===== src/rtl/pwr_chain_pkg.sv =====
package pwr_chain_pkg;

    typedef enum logic [2:0] {
        ST_UP_EN   = 3'd0,
        ST_UP_WAIT = 3'd1,
        ST_DONE    = 3'd2,
        ST_DOWN    = 3'd3,
        ST_ASLEEP  = 3'd4
    } seq_state_e;

    localparam logic [2:0] MODE_PWR_DOWN = 3'b010;
    localparam logic [2:0] MODE_PWR_SAVE = 3'b011;

    // Index of the first SRAM bank in the domain vector
    localparam int BANK_BASE = 2;

    function automatic logic is_deep_mode(input logic [2:0] mode);
        return (mode == MODE_PWR_DOWN) || (mode == MODE_PWR_SAVE);
    endfunction

endpackage


===== src/rtl/pwr_keep_mask.sv =====
module pwr_keep_mask #(
    parameter int NB   = 4,
    parameter int NDOM = NB + 4
) (
    input  logic [NB-1:0]   ret_keep,
    output logic [NDOM-1:0] keep_mask
);
    import pwr_chain_pkg::*;

    for (genvar d = 0; d < NDOM; d++) begin : g_dom
        if (d >= BANK_BASE && d < BANK_BASE + NB) begin : g_bank
            assign keep_mask[d] = ret_keep[d-BANK_BASE];
        end else begin : g_plain
            assign keep_mask[d] = 1'b0;
        end
    end

endmodule


===== src/rtl/pwr_step_timer.sv =====
module pwr_step_timer #(
    parameter int TW = 8
) (
    input  logic          clk,
    input  logic          rst_n,
    input  logic          run,
    input  logic [TW-1:0] lim,
    output logic          expired
);
    logic [TW-1:0] cnt_q;

    always_ff @(posedge clk or negedge rst_n) begin
        if (!rst_n) begin
            cnt_q <= '0;
        end else if (!run) begin
            cnt_q <= '0;
        end else if (cnt_q != {TW{1'b1}}) begin
            cnt_q <= cnt_q + 1'b1;
        end
    end

    assign expired = run && (cnt_q >= lim);

    // the counter starts from zero on each new wait
    p_cnt_restart_r3: assert property (@(posedge clk) disable iff (!rst_n)
        !run |=> (cnt_q == '0));

endmodule


===== src/rtl/pwr_seq_fsm.sv =====
module pwr_seq_fsm #(
    parameter int NB   = 4,
    parameter int TW   = 8,
    parameter int NDOM = NB + 4
) (
    input  logic            clk,
    input  logic            rst_n,
    input  logic            sleep_req,
    input  logic [2:0]      sleep_mode,
    input  logic            wake,
    input  logic [NDOM-1:0] dom_rdy,
    input  logic [NDOM-1:0] keep_mask,
    input  logic [TW-1:0]   tmo_lim,
    output logic [NDOM-1:0] dom_en,
    output logic            chain_ok,
    output logic            tmo_err
);
    import pwr_chain_pkg::*;

    localparam int IW = (NDOM > 1) ? $clog2(NDOM) : 1;
    localparam logic [IW-1:0] LAST = IW'(NDOM - 1);

    seq_state_e      state_q, state_d;
    logic [IW-1:0]   idx_q, idx_d;
    logic [NDOM-1:0] en_q, en_d;
    logic            ok_q, ok_d;
    logic            err_q, err_d;
    logic            tmo_hit;
    logic            deep_req;

    function automatic logic [IW-1:0] first_off(input logic [NDOM-1:0] en);
        logic [IW-1:0] r;
        r = LAST;
        for (int i = NDOM - 1; i >= 0; i--) begin
            if (!en[i]) r = IW'(i);
        end
        return r;
    endfunction

    pwr_step_timer #(.TW(TW)) u_timer (
        .clk     (clk),
        .rst_n   (rst_n),
        .run     (state_q == ST_UP_WAIT),
        .lim     (tmo_lim),
        .expired (tmo_hit)
    );

    assign deep_req = sleep_req && is_deep_mode(sleep_mode);

    // Next-state and register-update logic
    always_comb begin
        state_d = state_q;
        idx_d   = idx_q;
        en_d    = en_q;
        ok_d    = ok_q;
        err_d   = err_q;
        unique case (state_q)
            ST_UP_EN: begin
                en_d[idx_q] = 1'b1;
                state_d     = ST_UP_WAIT;
            end
            ST_UP_WAIT: begin
                if (dom_rdy[idx_q] || tmo_hit) begin
                    if (!dom_rdy[idx_q]) err_d = 1'b1;
                    if (idx_q == LAST) begin
                        ok_d    = 1'b1;
                        state_d = ST_DONE;
                    end else begin
                        idx_d   = idx_q + 1'b1;
                        state_d = ST_UP_EN;
                    end
                end
            end
            ST_DONE: begin
                if (deep_req) begin
                    ok_d    = 1'b0;
                    idx_d   = LAST;
                    state_d = ST_DOWN;
                end
            end
            ST_DOWN: begin
                if (wake) begin
                    idx_d   = first_off(en_q);
                    state_d = ST_UP_EN;
                end else begin
                    if (!keep_mask[idx_q]) en_d[idx_q] = 1'b0;
                    if (idx_q == '0) state_d = ST_ASLEEP;
                    else             idx_d   = idx_q - 1'b1;
                end
            end
            ST_ASLEEP: begin
                if (wake) begin
                    idx_d   = first_off(en_q);
                    state_d = ST_UP_EN;
                end
            end
            default: state_d = ST_UP_EN;
        endcase
    end

    // State register
    always_ff @(posedge clk or negedge rst_n) begin
        if (!rst_n) begin
            state_q <= ST_UP_EN;
            idx_q   <= '0;
            en_q    <= '0;
            ok_q    <= 1'b0;
            err_q   <= 1'b0;
        end else begin
            state_q <= state_d;
            idx_q   <= idx_d;
            en_q    <= en_d;
            ok_q    <= ok_d;
            err_q   <= err_d;
        end
    end

    // Outputs
    always_comb begin
        dom_en   = en_q;
        chain_ok = ok_q;
        tmo_err  = err_q;
    end

    // one switch moves per clock at most
    p_one_step_r2: assert property (@(posedge clk) disable iff (!rst_n)
        $countones(en_q ^ $past(en_q)) <= 1);

    // the error flag never clears outside reset
    p_err_sticky_r4: assert property (@(posedge clk) disable iff (!rst_n)
        err_q |=> err_q);

    // complete only with every domain on
    p_ok_all_on_r5: assert property (@(posedge clk) disable iff (!rst_n)
        $rose(ok_q) |-> (&en_q));

    // a deep request in the complete state drops the flag next cycle
    p_ok_drop_r6: assert property (@(posedge clk) disable iff (!rst_n)
        (state_q == ST_DONE && deep_req) |=> !ok_q);

    // a retained bank survives its shutdown step
    p_keep_retained_r7: assert property (@(posedge clk) disable iff (!rst_n)
        (state_q == ST_DOWN && !wake && keep_mask[idx_q] && en_q[idx_q])
        |=> en_q[$past(idx_q)]);

    // wake during shutdown freezes the switch vector for that cycle
    p_wake_abort_r9: assert property (@(posedge clk) disable iff (!rst_n)
        (state_q == ST_DOWN && wake) |=> $stable(en_q));

endmodule


===== src/rtl/pwr_radio_ctl.sv =====
module pwr_radio_ctl (
    input  logic clk,
    input  logic rst_n,
    input  logic rrst_wr,
    input  logic radio_slp_wr,
    input  logic radio_slp_val,
    input  logic radio_is_off,
    output logic radio_rst,
    output logic radio_slp
);
    logic rst_bit_q;
    logic slp_bit_q;

    always_ff @(posedge clk or negedge rst_n) begin
        if (!rst_n) begin
            rst_bit_q <= 1'b0;
            slp_bit_q <= 1'b0;
        end else begin
            rst_bit_q <= rrst_wr && !rst_bit_q;
            if (radio_slp_wr) slp_bit_q <= radio_slp_val;
        end
    end

    always_comb begin
        radio_rst = rst_bit_q;
        radio_slp = slp_bit_q && radio_is_off;
    end

    // the reset pulse never lasts two cycles
    p_rst_pulse_r10: assert property (@(posedge clk) disable iff (!rst_n)
        radio_rst |=> !radio_rst);

    // no sleep request reaches a radio that is not off
    p_slp_gate_r11: assert property (@(posedge clk) disable iff (!rst_n)
        radio_slp |-> radio_is_off);

endmodule


===== src/rtl/pwr_chain_seq.sv =====
module pwr_chain_seq #(
    parameter int NB   = 4,
    parameter int TW   = 8,
    parameter int NDOM = NB + 4
) (
    input  logic            clk,
    input  logic            rst_n,
    input  logic            sleep_req,
    input  logic [2:0]      sleep_mode,
    input  logic            wake,
    input  logic [NDOM-1:0] dom_rdy,
    input  logic [NB-1:0]   ret_keep,
    input  logic [TW-1:0]   tmo_lim,
    input  logic            rrst_wr,
    input  logic            radio_slp_wr,
    input  logic            radio_slp_val,
    input  logic            radio_is_off,
    output logic [NDOM-1:0] dom_en,
    output logic            chain_ok,
    output logic            tmo_err,
    output logic            radio_rst,
    output logic            radio_slp
);
    logic [NDOM-1:0] keep_mask;

    pwr_keep_mask #(.NB(NB), .NDOM(NDOM)) u_keep (
        .ret_keep  (ret_keep),
        .keep_mask (keep_mask)
    );

    pwr_seq_fsm #(.NB(NB), .TW(TW), .NDOM(NDOM)) u_fsm (
        .clk        (clk),
        .rst_n      (rst_n),
        .sleep_req  (sleep_req),
        .sleep_mode (sleep_mode),
        .wake       (wake),
        .dom_rdy    (dom_rdy),
        .keep_mask  (keep_mask),
        .tmo_lim    (tmo_lim),
        .dom_en     (dom_en),
        .chain_ok   (chain_ok),
        .tmo_err    (tmo_err)
    );

    pwr_radio_ctl u_radio (
        .clk           (clk),
        .rst_n         (rst_n),
        .rrst_wr       (rrst_wr),
        .radio_slp_wr  (radio_slp_wr),
        .radio_slp_val (radio_slp_val),
        .radio_is_off  (radio_is_off),
        .radio_rst     (radio_rst),
        .radio_slp     (radio_slp)
    );

endmodule


===== config.mk =====
export PLATFORM = sky130hd
export DESIGN_NAME = pwr_chain_seq
export DESIGN_NICKNAME = d
export VERILOG_FILES = /design/src/rtl/pwr_chain_pkg.sv /design/src/rtl/pwr_keep_mask.sv /design/src/rtl/pwr_step_timer.sv /design/src/rtl/pwr_seq_fsm.sv /design/src/rtl/pwr_radio_ctl.sv /design/src/rtl/pwr_chain_seq.sv
export SDC_FILE = /design/constraint.sdc
export NUM_CORES = 1
export LEC_CHECK = 0
export BUFFER_PORTS_ARGS = -buffer_cell sky130_fd_sc_hd__clkbuf_2
export CORE_UTILIZATION = 46
export DETAILED_ROUTE_END_ITERATION = 7
export GPL_ROUTABILITY_DRIVEN = 1
export HOLD_SLACK_MARGIN = 0.15
export PLACE_DENSITY = 0.69
export REMOVE_ABC_BUFFERS = 1
export SETUP_SLACK_MARGIN = 0.15
export SLEW_MARGIN = 40
export SYNTH_ARGS = -nofsm -noshare
export SYNTH_HDL_FRONTEND = slang
export SYNTH_HIERARCHICAL = 1
export SYNTH_SLANG_ARGS = --single-unit

===== constraint.sdc =====
create_clock -name clk -period 2.4 [get_ports clk]
set_clock_uncertainty 0.05 [all_clocks]
set_input_delay 0.12 -clock clk [delete_from_list [all_inputs] [get_ports clk]]
set_output_delay 0.12 -clock clk [all_outputs]
set_load 0.05 [all_outputs]

## Word-level counts from Yosys, hierarchy flattened

Cells that the tools add are included.

| word-level totals | value |
|---|---|
| output and inout bits | 12 |
| register bits | 26 |

| cells by class | value |
|---|---|
| equality and inequality tests | 18 |
| order comparisons | 3 |
| $add $sub $neg | 3 |
| mux-type cells | 36 |
| reduce and logical (&&, ||, !) cells | 18 |
| bitwise operators | 4 |

Operator list:

| cell | count |
|---|---|
| 3-bit two-way mux | 15 |
| 8-bit two-way mux | 4 |
| 8-bit one-hot mux with 2 select lines | 1 |
| 3-bit one-hot mux with 5 select lines | 1 |
| 3-bit by 2-bit equality test with 1-bit output (second input constant) | 4 |
| 3-bit one-hot mux with 4 select lines | 1 |
| 8-bit by 1-bit adder with 8-bit output (second input constant) | 1 |
| 8-bit bitwise AND | 1 |
| 8-bit greater-or-equal comparator | 1 |
| 2-bit by 1-bit inequality test with 1-bit output (second input constant) | 4 |
| 2-bit inequality test (second input constant) | 4 |
| 8-bit inequality test (second input constant) | 1 |
| 8-bit NOT | 1 |
| 8-bit bitwise OR | 1 |
| 4-bit AND reduction | 2 |
| 1-bit two-way mux | 7 |
| 1-bit binary-select mux with 3-bit select | 2 |
| 3-bit equality test (second input constant) | 2 |
| 3-bit logical NOT | 2 |
| 2-bit two-way mux | 3 |
| 3-bit AND reduction | 2 |
| 6-bit AND reduction | 1 |
| 1-bit logical AND | 5 |
| 3-bit by 4-bit less-than comparator with 1-bit output (second input constant) | 1 |
| 13 further kinds | 15 |

## Longest topological paths before layout

Gate-level depths: netlist of run 1.

| logic depth | value |
|---|---|
| depth after elaboration | 9 |
| depth in mapped cells | 9 |
| gate-level depth less buffers | 9 |

## Cells and area by module

The synthesis of run 1 kept the hierarchy.

By module, submodules not included:

| module | area each (um^2) | times used | cells each |
|---|---|---|---|
| pwr_seq_fsm | 1251.2 | 1 | 127 |
| pwr_step_timer | 591.8 | 1 | 69 |
| pwr_radio_ctl | 77.6 | 1 | 5 |
| pwr_keep_mask | 63.8 | 1 | 9 |

## Worst setup path after synthesis of run 1

Ideal clock, no wire load.

| path | value |
|---|---|
| kind | reg-to-reg |
| from | reg u_fsm.u_timer.cnt_q[2] |
| to | reg u_fsm.idx_q[2] |
| cell stages (with the launch flop) | 8 |
| path slack | 313 ps |
| library setup time | 125 ps |
| data arrival time | 1912 ps |
| clock period less this slack | 2087 ps |
| cells stage by stage | dfrtp_1 ha_1 o211ai_1 a2111oi_0 o21a_1 inv_1 a21oi_4 mux2_4 |

| on the way | value |
|---|---|
| word-level cells in the longest chain between the ends | 5 |

Ends and longest elaborated chain:

| what | line | RTL |
|---|---|---|
| start, declared | pwr_step_timer.sv:10 | `logic [TW-1:0] cnt_q;` |
| start signal, assigned | pwr_step_timer.sv:18 | `cnt_q <= cnt_q + 1'b1;` |
| 8-bit greater-or-equal comparator | pwr_step_timer.sv:22 | `assign expired = run && (cnt_q >= lim);` |
| 1-bit logical AND | pwr_step_timer.sv:22 |  |
| net u_fsm.tmo_hit | pwr_seq_fsm.sv:28 | `logic tmo_hit;` |
| 1-bit logical OR | pwr_seq_fsm.sv:63 | `if (dom_rdy[idx_q] \|\| tmo_hit) begin` |
| 2-bit by 1-bit inequality test with 1-bit output (no line) | - |  |
| 6-bit AND reduction (no line) | - |  |
| end signal, assigned | pwr_seq_fsm.sv:111 | `idx_q <= idx_d;` |
| end, declared | pwr_seq_fsm.sv:24 | `logic [IW-1:0] idx_q, idx_d;` |

The timed path passes the listed nets, and every way through them passes these cells.
A chain may end at the register's enable or synchronous reset.

## Worst setup path after layout of run 1

| path | value |
|---|---|
| from | reg u_fsm.u_timer.cnt_q[0] |
| to | reg u_fsm.state_q[0] |

| on the way | value |
|---|---|
| word-level cells in the longest chain between the ends | 5 |

Ends and longest elaborated chain:

| what | line | RTL |
|---|---|---|
| 8-bit greater-or-equal comparator | pwr_step_timer.sv:22 |  |
| 1-bit logical AND | pwr_step_timer.sv:22 |  |
| net u_fsm.tmo_hit | pwr_seq_fsm.sv:28 |  |
| 1-bit logical OR | pwr_seq_fsm.sv:63 |  |
| 2-bit by 1-bit inequality test with 1-bit output (no line) | - |  |
| 4-bit AND reduction (no line) | - |  |
| end signal, assigned | pwr_seq_fsm.sv:110 | `state_q <= state_d;` |
| end, declared | pwr_seq_fsm.sv:23 | `seq_state_e state_q, state_d;` |

The timed path passes the listed nets, and every way through them passes these cells.

==> impl_metrics.tcl, run 1 <==
set metrics [dict create \
    relSlewSlack_pct 56.0 \
    pwr-share-seq_pct 26.4 \
    syn_area_per_cell_um2 9.45 \
    root_buffer "clkbuf_8" \
    cp_cell_sequence "inv_1 -> ha_1 -> o211ai_1 -> a2111oi_2 -> o21a_1 -> inv_2 -> a21oi_4 -> mux2_2" \
    fin_crit_ps 2120 \
    io_pins 43 \
    antenna_violations_before_repair 0 \
    clock_sinks 26 \
    number_of_global_route_vias_before_repair 1549 \
    critical_path_required_ps 2510 \
    worst_path_largest_cell_delay_ps 360 \
    cp.arrival_ps 2230 \
    syn_inst 210 \
    cpLargestDelayFamily "compound AO/OA/AOI/OAI gates" \
    grt_overflow_total 0 \
    design_power_total_mw 2.88 \
    synthToLayoutAreaGrowth_pct 20.0 \
    place.gp.congestion 0.884 \
    layout_net_count 304 \
    cap_viol_max_count 0 \
    synth_area_leader_cell "dfrtp_1" \
    grt_use_total_pct 20.0 \
    synth_top_flop_cell "dfrtp_1" \
    crit_buf_inv 2 \
    timing.critical_path.fanout_max 4 \
    timing_hold_violations_final 0 \
    yosysWarnings 6 \
    final-setup-viol-count 0 \
    path_clk_slew_ps 90 \
    crit_path_end_kind "flop" \
    insertion_delay_ps 280 \
    synth.cells.most_frequent "dfrtp_1 (26), inv_1 (19), nand2_1 (14)" \
    wire_per_inst_um 13.7 \
    total_leakage_power_nw 1.14 \
    floorplan.core_area_um2 4060 \
    fin_crit_sh_pct 88.2 \
    insertedDiodeCount 0 \
    power_switching_share_pct 45.6 \
    crit_type "flop to flop" \
    place_hpwl_um 3140 \
    post_route_ant_nets 0 \
    detail_route.first_pass.iterations 4 \
    route.final.wire_length_um 4230 \
    rows 23 \
    cts.htree.levels 1 \
    tritoncts "built" \
    synth.yosys.seq_area_share_pct 32.8 \
    cell_with_the_most_instances_after_synthesis "dfrtp_1" \
    netSwitchingPower_mw 1.31 \
    total_negative_slack_ps 0 \
    cts_buffers 3 \
    drt-initial-drc-count 80 \
    maximum_number_of_pins_on_one_net_before_global_route_repair 27 \
    synth.top_cell.area_share_pct 32.8 \
    drc_errors 0 \
    instances_no_fill 309 \
    die-area_um2 4580 \
    main_area_contributors_after_synthesis "dfrtp_1 (33%), ha_1 (8.2%), mux2_4 (4.5%), inv_1 (3.6%), buf_4 (3.4%)" \
    die_width_um 67.7 \
    clock_path_buffers 2 \
    rsz0062_at_grt "false" \
    fmax_mhz 472 \
    slowest_library_cell_on_the_worst_path "dfrtp_1" \
    p_clk_share_pct 12.7 \
    cell_count_post_placement 296 \
    power.internal_mw 1.57 \
    comb_power_share_pct 60.9 \
    routed_via_density 5.55 \
    postSynthRegisterBits 26 \
    power_per_cell_area_nw_per_um2 1210 \
    fp.dieH_um 67.7 \
    synthesized_cell_area_um2 1980 \
    grt_first_pass_wirelength_um 6780 \
    slew_viol_final 0 \
    worstHoldPathType "primary input to flop" \
    synth_async_sr_flop_share_pct 100 \
    netlist-cell-type-count 58 \
    critical_path.startpoint_type "flop" \
    portBuffers 41 \
    synth-edff-count 0 \
    layout-drive-gt1-share_pct 31.3 \
    routed-via-count 1714 \
    worst_ir_drop_vdd_uv 526 \
    status "completed" \
    initial_standard_cell_utilization_of_the_core_pct 48.9 \
    worstMarginPinSlew_ps 660 \
]
## power by group through the flow
stage	Combinational, mW	Clock, mW	Sequential, mW
global route	1.90	0.389	0.787
finish	1.75	0.366	0.761
floorplan	0.968	0	1.01
detailed placement	1.65	0	0.774
global placement	1.62	0	0.770
CTS	1.70	0.374	0.768
## tightest hold or removal path, stage by stage
cell and delay, ps:
clkbuf_2 70, and3b_1 190, a2bb2oi_1 70
## layer usage
metal,track usage (%),wire (µm),share of wire (%),vias up
met5,0,0,0,-
met4,7.45,68,1.6,0
met3,2.36,234,5.5,8
met2,35.4,2090,49,59
met1,24.4,1840,43,809
li1,-,-,-,838
## cell usage in the layout (no fill, tap or decap), types with 2 or more instances in the layout
cell,instances
nand2_1,14
dlygate4sd3_1,5
mux2_4,6
a21boi_0,2
o211ai_1,2
or3_1,2
nor2_1,12
mux2_2,2
clkbuf_8,3
buf_4,12
o32ai_1,3
mux2i_1,4
inv_1,18
a31oi_1,5
o22ai_1,3
and2_1,2
nand2b_1,3
nand3b_1,2
dfrtp_1,26
clkbuf_2,41
a21oi_1,11
nor3_1,2
o21ai_0,9
conb_1,4
xnor2_1,2
a2bb2oi_1,3
mux2_1,3
a21oi_4,2
nor2b_1,7
nand3_1,7
mux4_2,2
ha_1,13
## logic make-up after synthesis
logic type / share of synthesized area (%)
compound gates: 17.3
fa+ha+maj: 8.20
mux: 11.7
simple gates: 19.5
other cells: 0.189
xor+xnor: 1.32
flops: 32.8
buf+inv: 9.02
## worst paths after layout
path,from,endpoint,slack (ps),cells past startpoint
min in group asynchronous,rst_n,u_radio/slp_bit_q,340,2
setup / recovery,u_fsm/u_timer/cnt_q[0],u_fsm/state_q[0],280,8
setup reg to reg,u_fsm/u_timer/cnt_q[0],u_fsm/state_q[0],280,8
hold / removal,sleep_mode[1],u_fsm/chain_ok,170,3
hold reg to reg,u_radio/radio_rst,u_radio/radio_rst,370,1
max in group asynchronous,rst_n,u_fsm/state_q[2],1520,2
## area by class of cell
class                      count  area (µm²)
timing repair buffer          58         345
clock buffer                   3        41.3
sequential                    26         651
fill                         368        1680
multi-input combinational    152        1180
tap                           50        62.6
clock inverter                 1        30.0
inverter                      19        71.3
## stage by stage
stage,setup WS [ps],util (%),instance area [µm²],hold WS (ps)
floorplan,313,-,1890,-226
global placement,173,54.6,2220,136
detailed placement,114,54.6,2220,146
CTS,176,57.8,2350,160
global route,147,58.7,2380,192
finish,283,58.7,2380,169
## timing repair
item,in CTS,in global routing
setup endpoints to repair,2,4
hold endpoints to repair,29,0
buffers inserted,1,3
hold buffers,5,0
pin swaps,2,3
gates resized for setup,1,3
Note: power is estimated with default switching activity, not from simulation.
==> run 2, diff against run 1 <==
--- a/config.mk
+++ b/config.mk
@@ -6,15 +6,15 @@
 export NUM_CORES = 1
 export LEC_CHECK = 0
 export BUFFER_PORTS_ARGS = -buffer_cell sky130_fd_sc_hd__clkbuf_2
+export CORE_ASPECT_RATIO = 1.1
 export CORE_UTILIZATION = 46
 export DETAILED_ROUTE_END_ITERATION = 7
 export GPL_ROUTABILITY_DRIVEN = 1
 export HOLD_SLACK_MARGIN = 0.15
-export PLACE_DENSITY = 0.69
+export PLACE_DENSITY = 0.7
 export REMOVE_ABC_BUFFERS = 1
 export SETUP_SLACK_MARGIN = 0.15
 export SLEW_MARGIN = 40
 export SYNTH_ARGS = -nofsm -noshare
 export SYNTH_HDL_FRONTEND = slang
-export SYNTH_HIERARCHICAL = 1
 export SYNTH_SLANG_ARGS = --single-unit
==> impl_metrics.tcl, run 2 <==
set metrics [dict create \
    status "completed" \
    cell_with_the_most_instances_after_synthesis "dfrtp_1" \
    grt_first_pass_wirelength_um 6710 \
    initial_standard_cell_utilization_of_the_core_pct 47.7 \
    pwr-share-seq_pct 26.3 \
    io_pins 43 \
    place.gp.congestion 0.923 \
    rows 24 \
    cp.arrival_ps 2210 \
    wire_per_inst_um 13.1 \
    floorplan.core_area_um2 3960 \
    drc_errors 0 \
    die-area_um2 4370 \
    final-setup-viol-count 0 \
    synth_async_sr_flop_share_pct 100 \
    fin_crit_sh_pct 87.4 \
    yosysWarnings 0 \
    place_hpwl_um 2920 \
    power_per_cell_area_nw_per_um2 1230 \
    post_cts.resized_instances 0 \
    route.final.wire_length_um 3930 \
    grt_use_total_pct 19.4 \
    insertedDiodeCount 0 \
    fmax_mhz 477 \
    total_leakage_power_nw 1.07 \
    post_placement_cell_area_um2 2180 \
    postSynthRegisterBits 26 \
    critical_path_required_ps 2510 \
    r2r_end "u_fsm.idx_q[0]" \
    synthesized_cell_area_um2 1890 \
    p_clk_share_pct 13.0 \
    rsz0062_at_grt "false" \
    fp.dieH_um 69.2 \
    timing.reg2reg.worst_path_depth 7 \
    routed_via_density 5.46 \
    slew_viol_final 0 \
    synthToLayoutAreaGrowth_pct 21.9 \
    timing_hold_violations_final 0 \
    timing.hold.worst.start "dom_rdy[5]" \
    power_switching_share_pct 46.1 \
    fin_crit_ps 2100 \
    syn_area_per_cell_um2 9.60 \
    netlist-cell-type-count 52 \
    drt-initial-drc-count 92 \
    cts.htree.levels 1 \
    insertion_delay_ps 280 \
    number_of_global_route_vias_before_repair 1456 \
    critical_path.startpoint_type "flop" \
    critical_path.reg2reg.startpoint "u_fsm.idx_q[0]" \
    final_design_area_no_fill_um2 2300 \
    hold_depth 4 \
    routed-via-count 1632 \
    layout.cells.most_common_list "clkbuf_2 (41), dfrtp_1 (26), nor2_1 (17)" \
    grt_overflow_total 0 \
    worstMarginPinSlew_ps 627 \
    final_core_utilization_pct 58.1 \
    synth.yosys.seq_area_share_pct 34.4 \
    synth.top_cell.area_share_pct 34.4 \
    power.internal_mw 1.52 \
    crit_path_end_kind "flop" \
    maximum_number_of_pins_on_one_net_before_global_route_repair 27 \
    synth_area_leader_cell "dfrtp_1" \
    netSwitchingPower_mw 1.30 \
    path_clk_slew_ps 90 \
    clock_path_buffers 2 \
    tritoncts "built" \
    root_buffer "clkbuf_8" \
    relSlewSlack_pct 58.2 \
    design_power_total_mw 2.83 \
    comb_power_share_pct 60.8 \
    antenna_violations_before_repair 0 \
    worst_ir_drop_vdd_uv 719 \
    crit_type "flop to flop" \
    portBuffers 41 \
    layout.area.seq_um2 651 \
    synth-edff-count 0 \
    layout-drive-gt1-share_pct 29.6 \
    main_area_contributors_after_synthesis "dfrtp_1 (34%), ha_1 (8.6%), mux2_1 (6.0%), nor2_1 (3.4%), o21ai_0 (3.2%)" \
    cts_buffers 3 \
    hold_end "u_fsm.tmo_err" \
    most_common_cell_after_layout_fill_and_taps_aside "clkbuf_2" \
    synth_top_flop_cell "dfrtp_1" \
    n_fill_cell 387 \
    multiInputGateArea_um2 1130 \
    syn_inst 197 \
    cap_viol_max_count 0 \
    ff2ff_setup_slack_ps 300 \
    detail_route.first_pass.iterations 4 \
    die_width_um 63.1 \
    total_negative_slack_ps 0 \
    worstHoldPathType "primary input to flop" \
    synth.cells.most_frequent "dfrtp_1 (26), nor2_1 (17), inv_1 (14)" \
    timing.critical_path.fanout_max 3 \
    clock_sinks 26 \
    post_route_ant_nets 0 \
    layout_net_count 292 \
]
==> run 2: area by class of cell <==
class / instances / share of cell area (%)
sequential: 26 / 28.2
timing repair buffer: 56 / 14.3
clock inverter: 1 / 1.30
multi-input combinational: 147 / 49.2
inverter: 14 / 2.28
clock buffer: 3 / 1.79
tap: 52 / 2.82
==> run 2: through the flow <==
| step | cells | setup WS (ps) | hold slack [ps] |
|---|---|---|---|
| after floorplan | 187 | 143 | -226 |
| after global placement | 290 | 305 | 126 |
| after detailed placement | 290 | 307 | 128 |
| after CTS | 299 | 301 | 192 |
| after global routing | 299 | 175 | 186 |
| final | 299 | 303 | 188 |
==> run 2: how the worst max path moves through the flow <==
| stage | to | depth (start not counted) | slack, ps | start |
|---|---|---|---|---|
| detailed placement | flop | 6 | 310 | u_fsm.idx_q[0] |
| CTS | flop | 6 | 300 | u_fsm.idx_q[0] |
| floorplan | u_fsm.idx_q[1] | 7 | 140 | u_fsm.idx_q[0] |
| finish | u_fsm.idx_q[0] | 7 | 300 | u_fsm.idx_q[0] |
| global placement | flop | 6 | 300 | u_fsm.idx_q[0] |
| global route | flop | 6 | 170 | u_fsm.idx_q[0] |
==> run 2: what timing repair did <==
action | CTS | global route
buffers inserted | 0 | 0
endpoints found under the hold margin | 29 | 0
hold buffers | 5 | 0
==> run 2: logic make-up after synthesis <==
| kind of cell | Yosys count | synth area share [%] |
|---|---|---|
| flops | 26 | 34.4 |
| buf+inv | 24 | 5.56 |
| mux | 19 | 11.8 |
| xor+xnor | 5 | 2.32 |
| fa+ha+maj | 13 | 8.60 |
| simple gates | 71 | 22.0 |
| compound gates | 39 | 15.3 |
==> run 2: critical path, cell delays in order, from the launching register on <==
cell	delay [ps]
dfrtp_1	410
ha_1	210
ha_1	200
or3b_1	350
a21oi_1	130
o2bb2ai_1	90
a21oi_2	230
mux2_4	320
==> run 2: routing by layer <==
| metal | part of all wire [%] | GRT usage, % | vias up | wire length, µm |
|---|---|---|---|---|
| met5 | 0 | 0 | - | 0 |
| met4 | 0.64 | 5.43 | 0 | 25 |
| met3 | 4.8 | 2.47 | 3 | 187 |
| met2 | 47 | 30.5 | 61 | 1850 |
| met1 | 47 | 27.8 | 765 | 1870 |
| li1 | - | - | 803 | - |
==> run 2: power groups by stage <==
stage | registers [mW] | logic, mW | clock network (mW)
after floorplan | 1.03 | 0.953 | 0
after global placement | 0.746 | 1.68 | 0
after detailed placement | 0.747 | 1.70 | 0
after CTS | 0.740 | 1.72 | 0.375
after global routing | 0.768 | 1.87 | 0.394
final | 0.742 | 1.72 | 0.366
